==> src/rtl/lca_pkg.sv <==
package lca_pkg;
  localparam int CNT_W = 16;
  localparam int ACC_W = 24;

  localparam logic [1:0] ADDR_LEN  = 2'd0;
  localparam logic [1:0] ADDR_MODE = 2'd1;
  localparam logic [1:0] ADDR_IE   = 2'd2;

  typedef enum logic [1:0] {
    FM_SUM     = 2'd0,
    FM_SPLIT_B = 2'd1,
    FM_RSV2    = 2'd2,
    FM_RSV3    = 2'd3
  } fmode_e;

  typedef struct packed {
    logic       swap;
    logic [2:0] en;
    fmode_e     fmode;
  } mode_t;
endpackage

==> src/rtl/lca_combine.sv <==
module lca_combine
  import lca_pkg::*;
#(
  parameter int V_W = 8,
  parameter int I_W = 8,
  parameter int P_W = 18,
  localparam int PROD_W    = V_W + I_W,
  localparam int APP_SUM_W = PROD_W + 2,
  localparam int ACT_SUM_W = P_W + 2
) (
  input  fmode_e                       fmode_i,
  input  logic [2:0]                   en_i,
  input  logic [V_W-1:0]               v_i [3],
  input  logic [I_W-1:0]               i_i [3],
  input  logic [P_W-1:0]               p_i [3],
  output logic [APP_SUM_W-1:0]         app_sum_o,
  output logic signed [ACT_SUM_W-1:0]  act_sum_o,
  output logic [ACT_SUM_W-1:0]         act_mag_o
);
  logic [V_W:0]               vmid_wide;
  logic [V_W-1:0]             vmid;
  logic [V_W-1:0]             veff     [3];
  logic [PROD_W-1:0]          app_term [3];
  logic signed [ACT_SUM_W-1:0] act_term [3];

  always_comb begin
    vmid_wide = ({1'b0, v_i[0]} + {1'b0, v_i[2]}) >> 1;
    vmid      = vmid_wide[V_W-1:0];
  end

  for (genvar ph = 0; ph < 3; ph++) begin : g_phase
    if (ph == 1) begin : g_mid
      assign veff[ph] = (fmode_i == FM_SPLIT_B) ? vmid : v_i[ph];
    end else begin : g_plain
      assign veff[ph] = v_i[ph];
    end
    assign app_term[ph] = en_i[ph] ? (PROD_W'(veff[ph]) * PROD_W'(i_i[ph])) : '0;
    assign act_term[ph] = en_i[ph] ? {{2{p_i[ph][P_W-1]}}, p_i[ph]} : '0;
  end

  always_comb begin
    app_sum_o = APP_SUM_W'(app_term[0]) + APP_SUM_W'(app_term[1]) + APP_SUM_W'(app_term[2]);
    act_sum_o = act_term[0] + act_term[1] + act_term[2];
    act_mag_o = act_sum_o[ACT_SUM_W-1] ? (~act_sum_o + 1'b1) : act_sum_o;
  end
endmodule

==> src/rtl/lca_window.sv <==
module lca_window #(
  parameter int CNT_W = 16
) (
  input  logic             clk,
  input  logic             rst_n,
  input  logic             load_i,
  input  logic [CNT_W-1:0] load_val_i,
  input  logic [CNT_W-1:0] reload_val_i,
  input  logic             zx_i,
  output logic             active_o,
  output logic             close_o
);
  logic [CNT_W-1:0] rem_q, rem_d;

  assign active_o = (rem_q != '0);
  assign close_o  = active_o && zx_i && (rem_q == CNT_W'(1)) && !load_i;

  always_comb begin
    rem_d = rem_q;
    if (load_i)                 rem_d = load_val_i;
    else if (close_o)           rem_d = reload_val_i;
    else if (active_o && zx_i)  rem_d = rem_q - 1'b1;
  end

  always_ff @(posedge clk or negedge rst_n) begin
    if (!rst_n) rem_q <= '0;
    else        rem_q <= rem_d;
  end

  // each crossing inside a window counts down by one
  p_countdown_r2: assert property (@(posedge clk) disable iff (!rst_n)
    (active_o && zx_i && !close_o && !load_i) |=> (rem_q == $past(rem_q) - 1'b1));

  // a close reloads the stored count
  p_reload_r9: assert property (@(posedge clk) disable iff (!rst_n)
    close_o |=> (rem_q == $past(reload_val_i)));
endmodule

==> src/rtl/lca_accum.sv <==
module lca_accum #(
  parameter int ACC_W  = 24,
  parameter int INC_W  = 20,
  parameter bit SIGNED = 1'b0,
  localparam int SUM_W = ACC_W + 1
) (
  input  logic             clk,
  input  logic             rst_n,
  input  logic             clr_i,
  input  logic             add_i,
  input  logic [INC_W-1:0] inc_i,
  input  logic             close_i,
  output logic [ACC_W-1:0] result_o
);
  localparam logic [ACC_W-1:0] UMAX = {ACC_W{1'b1}};
  localparam logic [ACC_W-1:0] SMAX = {1'b0, {(ACC_W-1){1'b1}}};
  localparam logic [ACC_W-1:0] SMIN = {1'b1, {(ACC_W-1){1'b0}}};

  logic [ACC_W-1:0] run_q, run_d, res_q, res_d, sat;
  logic [INC_W-1:0] inc_eff;
  logic [SUM_W-1:0] sum;

  assign inc_eff = add_i ? inc_i : '0;

  if (SIGNED) begin : g_signed
    always_comb begin
      sum = {run_q[ACC_W-1], run_q} + {{(SUM_W-INC_W){inc_eff[INC_W-1]}}, inc_eff};
      if (sum[SUM_W-1] != sum[SUM_W-2]) sat = sum[SUM_W-1] ? SMIN : SMAX;
      else                              sat = sum[ACC_W-1:0];
    end
    // a positive sum pinned at the top stays there
    p_hold_max_r3: assert property (@(posedge clk) disable iff (!rst_n)
      (run_q == SMAX && add_i && !inc_i[INC_W-1] && !clr_i && !close_i) |=> (run_q == SMAX));
  end else begin : g_unsigned
    always_comb begin
      sum = {1'b0, run_q} + {{(SUM_W-INC_W){1'b0}}, inc_eff};
      sat = sum[SUM_W-1] ? UMAX : sum[ACC_W-1:0];
    end
    // an unsigned sum pinned at full scale stays there
    p_hold_full_r3: assert property (@(posedge clk) disable iff (!rst_n)
      (run_q == UMAX && add_i && !clr_i && !close_i) |=> (run_q == UMAX));
  end

  always_comb begin
    run_d = sat;
    res_d = res_q;
    if (clr_i)        run_d = '0;
    else if (close_i) begin
      run_d = '0;
      res_d = sat;
    end
  end

  always_ff @(posedge clk or negedge rst_n) begin
    if (!rst_n) begin
      run_q <= '0;
      res_q <= '0;
    end else begin
      run_q <= run_d;
      res_q <= res_d;
    end
  end

  assign result_o = res_q;

  // a restart or close leaves the running sum empty
  p_clear_r9: assert property (@(posedge clk) disable iff (!rst_n)
    (clr_i || close_i) |=> (run_q == '0));
endmodule

==> src/rtl/line_energy_integrator.sv <==
module line_energy_integrator
  import lca_pkg::*;
#(
  parameter int V_W = 8,
  parameter int I_W = 8,
  parameter int P_W = 18
) (
  input  logic                 clk,
  input  logic                 rst_n,
  input  logic                 wr_en,
  input  logic [1:0]           wr_addr,
  input  logic [CNT_W-1:0]     wr_data,
  input  logic                 stat_rd,
  input  logic                 zx_i,
  input  logic                 smp_vld,
  input  logic [V_W-1:0]       va,
  input  logic [V_W-1:0]       vb,
  input  logic [V_W-1:0]       vc,
  input  logic [I_W-1:0]       ia,
  input  logic [I_W-1:0]       ib,
  input  logic [I_W-1:0]       ic,
  input  logic [P_W-1:0]       pa,
  input  logic [P_W-1:0]       pb,
  input  logic [P_W-1:0]       pc,
  output logic [ACC_W-1:0]     act_energy,
  output logic [ACC_W-1:0]     app_energy,
  output logic                 done_flag,
  output logic                 irq_n
);
  localparam int APP_SUM_W = V_W + I_W + 2;
  localparam int ACT_SUM_W = P_W + 2;
  localparam int INC_W     = (APP_SUM_W > ACT_SUM_W) ? APP_SUM_W : ACT_SUM_W;

  // reset synchronizer: assert asynchronously, release on clock
  logic rst_meta_q, rst_sync_q;
  always_ff @(posedge clk or negedge rst_n) begin
    if (!rst_n) begin
      rst_meta_q <= 1'b0;
      rst_sync_q <= 1'b0;
    end else begin
      rst_meta_q <= 1'b1;
      rst_sync_q <= rst_meta_q;
    end
  end

  // configuration and status
  logic [CNT_W-1:0] len_q, len_d;
  mode_t            mode_q, mode_d;
  logic             ie_q, ie_d, flag_q, flag_d;
  logic             wr_len, wr_mode, wr_ie, restart;
  logic             win_active, win_close;

  assign wr_len  = wr_en && (wr_addr == ADDR_LEN);
  assign wr_mode = wr_en && (wr_addr == ADDR_MODE);
  assign wr_ie   = wr_en && (wr_addr == ADDR_IE);
  assign restart = wr_len || wr_mode;

  always_comb begin
    len_d  = wr_len  ? wr_data : len_q;
    mode_d = wr_mode ? mode_t'(wr_data[5:0]) : mode_q;
    ie_d   = wr_ie   ? wr_data[0] : ie_q;
    flag_d = flag_q;
    if (win_close)    flag_d = 1'b1;
    else if (stat_rd) flag_d = 1'b0;
  end

  always_ff @(posedge clk or negedge rst_sync_q) begin
    if (!rst_sync_q) begin
      len_q  <= '0;
      mode_q <= '0;
      ie_q   <= 1'b0;
      flag_q <= 1'b0;
    end else begin
      len_q  <= len_d;
      mode_q <= mode_d;
      ie_q   <= ie_d;
      flag_q <= flag_d;
    end
  end

  assign done_flag = flag_q;
  assign irq_n     = ~(flag_q & ie_q);

  // half-cycle window
  lca_window #(.CNT_W(CNT_W)) win_i (
    .clk          (clk),
    .rst_n        (rst_sync_q),
    .load_i       (restart),
    .load_val_i   (wr_len ? wr_data : len_q),
    .reload_val_i (len_q),
    .zx_i         (zx_i),
    .active_o     (win_active),
    .close_o      (win_close)
  );

  // per-sample terms
  logic [V_W-1:0]              v_arr [3];
  logic [I_W-1:0]              i_arr [3];
  logic [P_W-1:0]              p_arr [3];
  logic [APP_SUM_W-1:0]        app_sum;
  logic signed [ACT_SUM_W-1:0] act_sum;
  logic [ACT_SUM_W-1:0]        act_mag;

  assign v_arr = '{va, vb, vc};
  assign i_arr = '{ia, ib, ic};
  assign p_arr = '{pa, pb, pc};

  lca_combine #(.V_W(V_W), .I_W(I_W), .P_W(P_W)) comb_i (
    .fmode_i   (mode_q.fmode),
    .en_i      (mode_q.en),
    .v_i       (v_arr),
    .i_i       (i_arr),
    .p_i       (p_arr),
    .app_sum_o (app_sum),
    .act_sum_o (act_sum),
    .act_mag_o (act_mag)
  );

  // routing into the accumulators
  logic             take;
  logic [INC_W-1:0] app_inc, act_inc;

  always_comb begin
    take    = smp_vld && win_active && !restart;
    app_inc = mode_q.swap ? INC_W'(act_mag) : INC_W'(app_sum);
    act_inc = INC_W'(act_sum);
  end

  lca_accum #(.ACC_W(ACC_W), .INC_W(INC_W), .SIGNED(1'b1)) act_acc_i (
    .clk      (clk),
    .rst_n    (rst_sync_q),
    .clr_i    (restart),
    .add_i    (take && !mode_q.swap),
    .inc_i    (act_inc),
    .close_i  (win_close),
    .result_o (act_energy)
  );

  lca_accum #(.ACC_W(ACC_W), .INC_W(INC_W), .SIGNED(1'b0)) app_acc_i (
    .clk      (clk),
    .rst_n    (rst_sync_q),
    .clr_i    (restart),
    .add_i    (take),
    .inc_i    (app_inc),
    .close_i  (win_close),
    .result_o (app_energy)
  );

  // a close always leaves the flag raised
  p_flag_set_r10: assert property (@(posedge clk) disable iff (!rst_sync_q)
    win_close |=> done_flag);

  // an acknowledge without a close releases the interrupt
  p_ack_release_r11: assert property (@(posedge clk) disable iff (!rst_sync_q)
    (stat_rd && !win_close) |=> (irq_n && !done_flag));

  // in swap mode the active result closes at zero
  p_swap_zero_r8: assert property (@(posedge clk) disable iff (!rst_sync_q)
    (win_close && mode_q.swap) |=> (act_energy == '0));
endmodule

==> config.mk <==
export PLATFORM = sky130hd
export DESIGN_NAME = line_energy_integrator
export DESIGN_NICKNAME = d
export VERILOG_FILES = /design/src/rtl/lca_pkg.sv /design/src/rtl/lca_combine.sv /design/src/rtl/lca_window.sv /design/src/rtl/lca_accum.sv /design/src/rtl/line_energy_integrator.sv
export SDC_FILE = /design/constraint.sdc
export NUM_CORES = 1
export LEC_CHECK = 0
export BUFFER_PORTS_ARGS = -buffer_cell sky130_fd_sc_hd__buf_2
export CAP_MARGIN = 20
export CORE_MARGIN = 3
export CORE_UTILIZATION = 56
export CTS_CLUSTER_DIAMETER = 100
export DETAILED_ROUTE_END_ITERATION = 8
export PLACE_DENSITY = 0.79
export SETUP_SLACK_MARGIN = 0.3
export SLEW_MARGIN = 40
export SYNTH_ARGS = -nofsm -noshare
export SYNTH_HDL_FRONTEND = slang
export SYNTH_SLANG_ARGS = --single-unit
export TNS_END_PERCENT = 100
==> constraint.sdc <==
create_clock -name clk -period 3.85 [get_ports clk]
set_input_delay 0.77 -clock clk [delete_from_list [all_inputs] [get_ports clk]]
set_output_delay 0.77 -clock clk [all_outputs]
set_load 0.01 [all_outputs]
* After elaboration in Yosys (flattened, before gate mapping)
Index checks and enable logic that the tools add are counted.
W data, S select, Z words.
** Storage, ports and cells
- Register bits :: 138
- Input bits :: 126
- Output and inout port bits :: 50
- Logic and storage cells :: 75
** Operators by class
- Add/sub/neg operators :: 9
- Multipliers :: 3
- Equal/unequal tests :: 5
- Mux-type cells :: 24
- Bitwise logic cells :: 4
- Reductions and logical operators :: 17
** Operators with widths (number)
- $mux W24 :: 7
- $mux W20 :: 7
- $mux W16 :: 7
- $add A24 B20 Y25 :: 2
- $mul A8 B8 Y16 :: 3
- $add A20 B20 Y20 :: 2
- $add A20 B1 Y20 const B :: 1
- $not A20 Y20 :: 1
- $add A18 B16 Y18 :: 1
- $add A16 B16 Y17 :: 1
- $eq A16 B1 Y1 const B :: 1
- $reduce_bool A16 Y1 :: 1
- $sub A16 B1 Y16 const B :: 1
- $add A8 B8 Y9 :: 1
- $logic_and A1 B1 Y1 :: 9
- $mux W8 :: 1
- $eq A2 B1 Y1 const B :: 2
- $reduce_bool A3 Y1 :: 1
- $eq A2 B2 Y1 const B :: 1
- $logic_not A1 Y1 :: 2
- $logic_not A2 Y1 :: 1
- $mux W1 :: 2
- $not A1 Y1 :: 2
- $reduce_and A2 Y1 :: 1
- 4 further kinds :: 4

* Depth between registers and ports, before layout
- Word-level depth :: 12
- Gate-level depth with buffers :: 48
- Gate-level depth less buffers :: 48

* Hierarchy
From an unflattened synthesis, not the netlist that was laid out.
** Second synthesis, totals
- Cell total of the unflattened synthesis :: 2154
- Area, all modules :: 18290.0 um^2
** By module, submodules not included
- lca_combine :: instances 1, cells an instance 1205, area an instance 9541.7 um^2, sequential area each 0.0 um^2
- lca_accum (act_acc_i) :: instances 1, cells an instance 386, area an instance 3389.5 um^2, sequential area each 1201.2 um^2
- lca_accum (app_acc_i) :: instances 1, cells an instance 312, area an instance 2782.7 um^2, sequential area each 1201.2 um^2
- lca_window :: instances 1, cells an instance 168, area an instance 1358.8 um^2, sequential area each 400.4 um^2
- line_energy_integrator :: instances 1, cells an instance 83, area an instance 1217.4 um^2, sequential area each 650.6 um^2

* Worst setup path after synthesis
Ideal clock, no wire load.
- Kind :: input port to flip-flop
- Start :: in va[1]
- End :: reg app_acc_i.res_q[23] (netlist: app_acc_i.result_o[23])
- Library setup time :: 0.136 ns
- Arrival :: 10.050 ns
- Required time :: 3.714 ns
- Setup slack :: -6.337 ns
- Stages on the path :: 43
- Path buffers :: 0
- Cells stage by stage :: ha_1 -> a31o_2 -> a21oi_1 -> o21ai_0 -> a21oi_1 -> xnor2_1 -> nor2_1 -> a21oi_1 -> nand2b_1 -> fa_1 -> fa_1 -> inv_1 -> fa_1 -> inv_1 -> fa_1 -> inv_1 -> ha_1 -> xor2_1 -> [... 7 more ...] -> ha_1 -> or3_1 -> o21ai_0 -> a21oi_1 -> a21o_1 -> a221o_1 -> xnor2_1 -> o22ai_1 -> ha_1 -> a21oi_1 -> o21ai_0 -> o211ai_1 -> nand2b_1 -> a31o_2 -> o211a_1 -> or4_1 -> o21ai_0 -> o21ai_0
** Between the ends
- Word-level cells in the longest chain between the ends :: 10
- Elaborated cells on any way between the ends :: 12
- Classes of those cells :: add/sub: 4; mul: 2; mux: 6
** Ends and longest elaborated chain
- from (decl) :: RTL line line_energy_integrator.sv:16 : input logic [V_W-1:0] va,
- $add A8 B8 Y9 :: RTL line lca_combine.sv:27 : vmid_wide = ({1'b0, v_i[0]} + {1'b0, v_i[2]}) >> 1;
- $mux W8 :: RTL line lca_combine.sv:33 : assign veff[ph] = (fmode_i == FM_SPLIT_B) ? vmid : v_i[ph];
- $mul A8 B8 Y16 :: RTL line lca_combine.sv:37 : assign app_term[ph] = en_i[ph] ? (PROD_W'(veff[ph]) * PROD_W'(i_i[ph])) : '0;
- $mux W16 :: RTL line lca_combine.sv:37
- $add A16 B16 Y17 (*) :: RTL line lca_combine.sv:42 : app_sum_o = APP_SUM_W'(app_term[0]) + APP_SUM_W'(app_term[1]) + APP_SUM_W'(app_term[2]);
- $add A18 B16 Y18 (*) :: RTL line lca_combine.sv:42
- $mux W20 (*) :: RTL line line_energy_integrator.sv:125 : app_inc = mode_q.swap ? INC_W'(act_mag) : INC_W'(app_sum);
- $mux W20 (*) :: RTL line lca_accum.sv:23 : assign inc_eff = add_i ? inc_i : '0;
- $add A24 B20 Y25 (*) :: RTL line lca_accum.sv:36 : sum = {1'b0, run_q} + {{(SUM_W-INC_W){1'b0}}, inc_eff};
- $mux W24 (*) :: RTL line lca_accum.sv:37 : sat = sum[SUM_W-1] ? UMAX : sum[ACC_W-1:0];
- to (signal assigned) :: RTL line lca_accum.sv:60 : res_q <= res_d;
- to (decl) :: RTL line lca_accum.sv:19 : logic [ACC_W-1:0] run_q, run_d, res_q, res_d, sat;
Every way passes the cells marked *; elsewhere a longest branch is shown, timed or not.
A chain may end at the register's enable or synchronous reset.

* Worst setup path in the final report
- Start :: in va[1]
- End :: reg app_acc_i.res_q[22] (netlist: app_acc_i.result_o[22])
Same word-level chain as after synthesis.

==> impl_metrics.toml <==
[status]
status = "finished with violations"
violations = "negative setup slack"

[cells_and_area]
antenna_cells = 0
final_area_um2 = 25700
drive_gt1_frac = 0.358
regArea_um2 = 3460
area_growth_pct = 41.9
nets = 3294
nFillCells = 1904
multi_input_area_um2 = 15100
fin_cells = 3237

[placement]
placed_cells = 3128
port_buffers = 175
dp_slack_ps = -6220
dp_hpwl_um = 43100
placed_area_um2 = 23000
globalplace.congestion = 0.969

[pwr]
power_frac_clock = 0.071
seq_power_share = 0.084
pwr-share-comb = 0.845
p_per_area_nw_per_um2 = 922
switching_share = 0.468
power_mw = 23.7
vdd.ir_drop.worst_uv = 918
p_leak_nw = 13.3
intPower_mw = 12.6
power_switching_mw = 11.1

[timing]
max_slew.worst_pin.slew_ps = 1010
hold_viol = 0
post-route-min-period_ps = 9620
fin_ws_ps = -5770
finalClockSkew_ps = 7.77
clock.fmax_mhz = 104
finalSetupViolCount = 96
slew_violations = 0
relSlewSlack = 0.324
rsz0062_at_grt = "true"
setup_tns_ps = -395390
fin_crit_sh = 2.50

[worst_setup_path]
cp.required_ps = 4160
r2r_slack_ps = -5400
ff2ff_path_depth = 43
slowest_stage = "fa_1"
reg2reg_from = "mode_q[1]$_DFFE_PN0P_"
timing.rr.end = "app_acc_i.result_o[22]$_DFFE_PN0P_"
cp-start-kind = "input port"
arrival_ps = 9920
critPathKind = "in2reg"
path_common_cell = "fa_1"
cpPeakStageDelay_ps = 500
cp_max_fo = 6
end_kind = "register"

[synth]
syn_inst = 2164
yosysUniqueCellTypes = 87
yosysTopAreaCell = "dfrtp_1"
ys_warn_count = 0
synth_nets = 2636
ys_ff_latch = 138
ys_top_cells_by_count = "nand2_1 (237), inv_1 (223), ha_1 (214), nor2_1 (199), and2_1 (143)"
yosysMostFrequentCell = "nand2_1"
synth_top_cell_area_share = 0.191
syn_area_um2 = 18100
yosysSeqAreaShare = 0.191
synth.area.top_cells = "dfrtp_1 (19%), ha_1 (15%), fa_1 (15%)"
synth_edf_count = 0
ys_async_sr_fraction = 1.00
syn_avg_cell_area_um2 = 8.36
synthFlopType = "dfrtp_1"

[route]
wl_um = 61700
drt_iter0_drc = 1660
dr_total_vias = 19100
ant_nets = 0
first_pass_iters = 6
avgViaCountPerCell = 5.89
drc = 0
wire_per_inst_um = 19.1

[floorplanning]
ios = 176
dieWidth_um = 186
die-area_um2 = 34500
core_area_um2 = 31700
initial_core_util = 0.570
rows = 65
die_h_um = 186

[job]
cap_violations = 0

[clocking]
cts_buffer_depth = 2
cts.htree.levels = 4
path_clk_slew_ps = 60
numClockSinks = 138
cts_tree = "built"
cts_inserted_buffers = 17
cts_root_buf = "clkbuf_16"
insertion_delay_ps = 430

[global_routing]
grt_overflow = 0
antenna_found_initial = 0
first_global_vias = 19400
grt_pass1_wl_um = 95700
track_usage = 0.343
grt_max_degree = 96

[min_path]
min_path_type = "in2async"
[layout by cell type (no fill, tap or decap), types with 28 or more instances in the layout]
| cell type | count |
|---|---|
| nand2_1 | 227 |
| buf_2 | 171 |
| a21o_1 | 40 |
| a21oi_1 | 97 |
| ha_4 | 29 |
| buf_4 | 486 |
| inv_1 | 216 |
| nor2_1 | 158 |
| xor2_1 | 44 |
| xnor2_1 | 65 |
| fa_1 | 128 |
| dfrtp_1 | 136 |
| o21ai_0 | 69 |
| and2_1 | 138 |
| nor2b_1 | 37 |
| ha_1 | 179 |
| nor3_1 | 28 |
[state kept, by name, indices dropped and copies added, names as in the netlist]
register            cells
rst_sync_q              1
mode_q                  6
act_acc_i.result_o     24
done_flag               1
app_acc_i.run_q        24
win_i.rem_q            16
len_q                  16
app_acc_i.result_o     24
act_acc_i.run_q        24
rst_meta_q              1
ie_q                    1
[how the worst max path moves through the flow]
stage	to	slack [ps]	start	cells after the start
after detailed placement	app_acc_i.result_o[19]$_DFFE_PN0P_	-6220	vc[0]	47
after global placement	app_acc_i.result_o[23]$_DFFE_PN0P_	-6090	vc[0]	44
after floorplan	app_acc_i.result_o[23]$_DFFE_PN0P_	-5650	va[0]	43
after CTS	app_acc_i.result_o[19]$_DFFE_PN0P_	-5560	va[1]	47
after global routing	app_acc_i.result_o[22]$_DFFE_PN0P_	-6120	va[1]	47
final	app_acc_i.result_o[22]$_DFFE_PN0P_	-5770	va[1]	49
[power by group through the flow]
stage | Combinational, mW | Sequential, mW | Clock (mW)
after global routing | 21.5 | 2.00 | 1.75
after global placement | 15.4 | 1.97 | 0
final | 20.0 | 1.98 | 1.68
after floorplan | 9.83 | 1.96 | 0
after detailed placement | 16.0 | 1.97 | 0
after CTS | 18.1 | 1.95 | 1.69
[cell families (layout without fill, tap and decap cells)]
group,Yosys count,in the layout,share of synthesized area
AO/OA/AOI/OAI,466,466,0.169
XOR/XNOR,123,123,0.0604
adder cells (fa/ha/maj),346,346,0.294
buffers and inverters,285,955,0.0601
flip-flops,138,138,0.191
multiplexers,32,32,0.0196
other,1,1,0.000207
AND/OR/NAND/NOR,773,774,0.206
[area by class of cell]
type	instances	share of cell area
Multi-Input combinational cell	1742	0.588
Timing Repair Buffer	699	0.201
Inverter	224	0.0328
Clock buffer	17	0.0166
Clock inverter	15	0.00687
Sequential cell	138	0.135
Tap cell	402	0.0196
[per-stage QoR]
stage | utilization | hold slack [ps]
2_1_floorplan | - | 331
3_3_place_gp | 0.725 | 340
3_5_place_dp | 0.726 | 195
4_1_cts | 0.789 | 105
5_1_grt | 0.809 | 104
6_report | 0.809 | 110
[routing by layer]
| layer | vias up | part of all wire | track usage |
|---|---|---|---|
| li1 | 8644 | - | - |
| met1 | 9180 | 0.39 | 0.438 |
| met2 | 986 | 0.49 | 0.597 |
| met3 | 265 | 0.069 | 0.0383 |
| met4 | 0 | 0.052 | 0.135 |
| met5 | - | 0 | 0 |
[critical path: cells and delay by family]
family | cells | cell delay (ps)
compound gates | 19 | 3390
fa+ha+maj | 9 | 3160
buf+inv | 10 | 1060
simple gates | 7 | 840
xor+xnor | 3 | 460
mux | 1 | 250
[repair_timing]
action / 4_1_cts / 5_1_grt
gates resized for setup: 181 / 102
endpoints found under the setup margin: 96 / 96
hold buffers: 0 / 0
endpoints found under the hold margin: 0 / 0
gates cloned: 5 / 1
buffers inserted: 50 / 21
pin swaps: 96 / 63
Power figures use the tool's default switching activity.
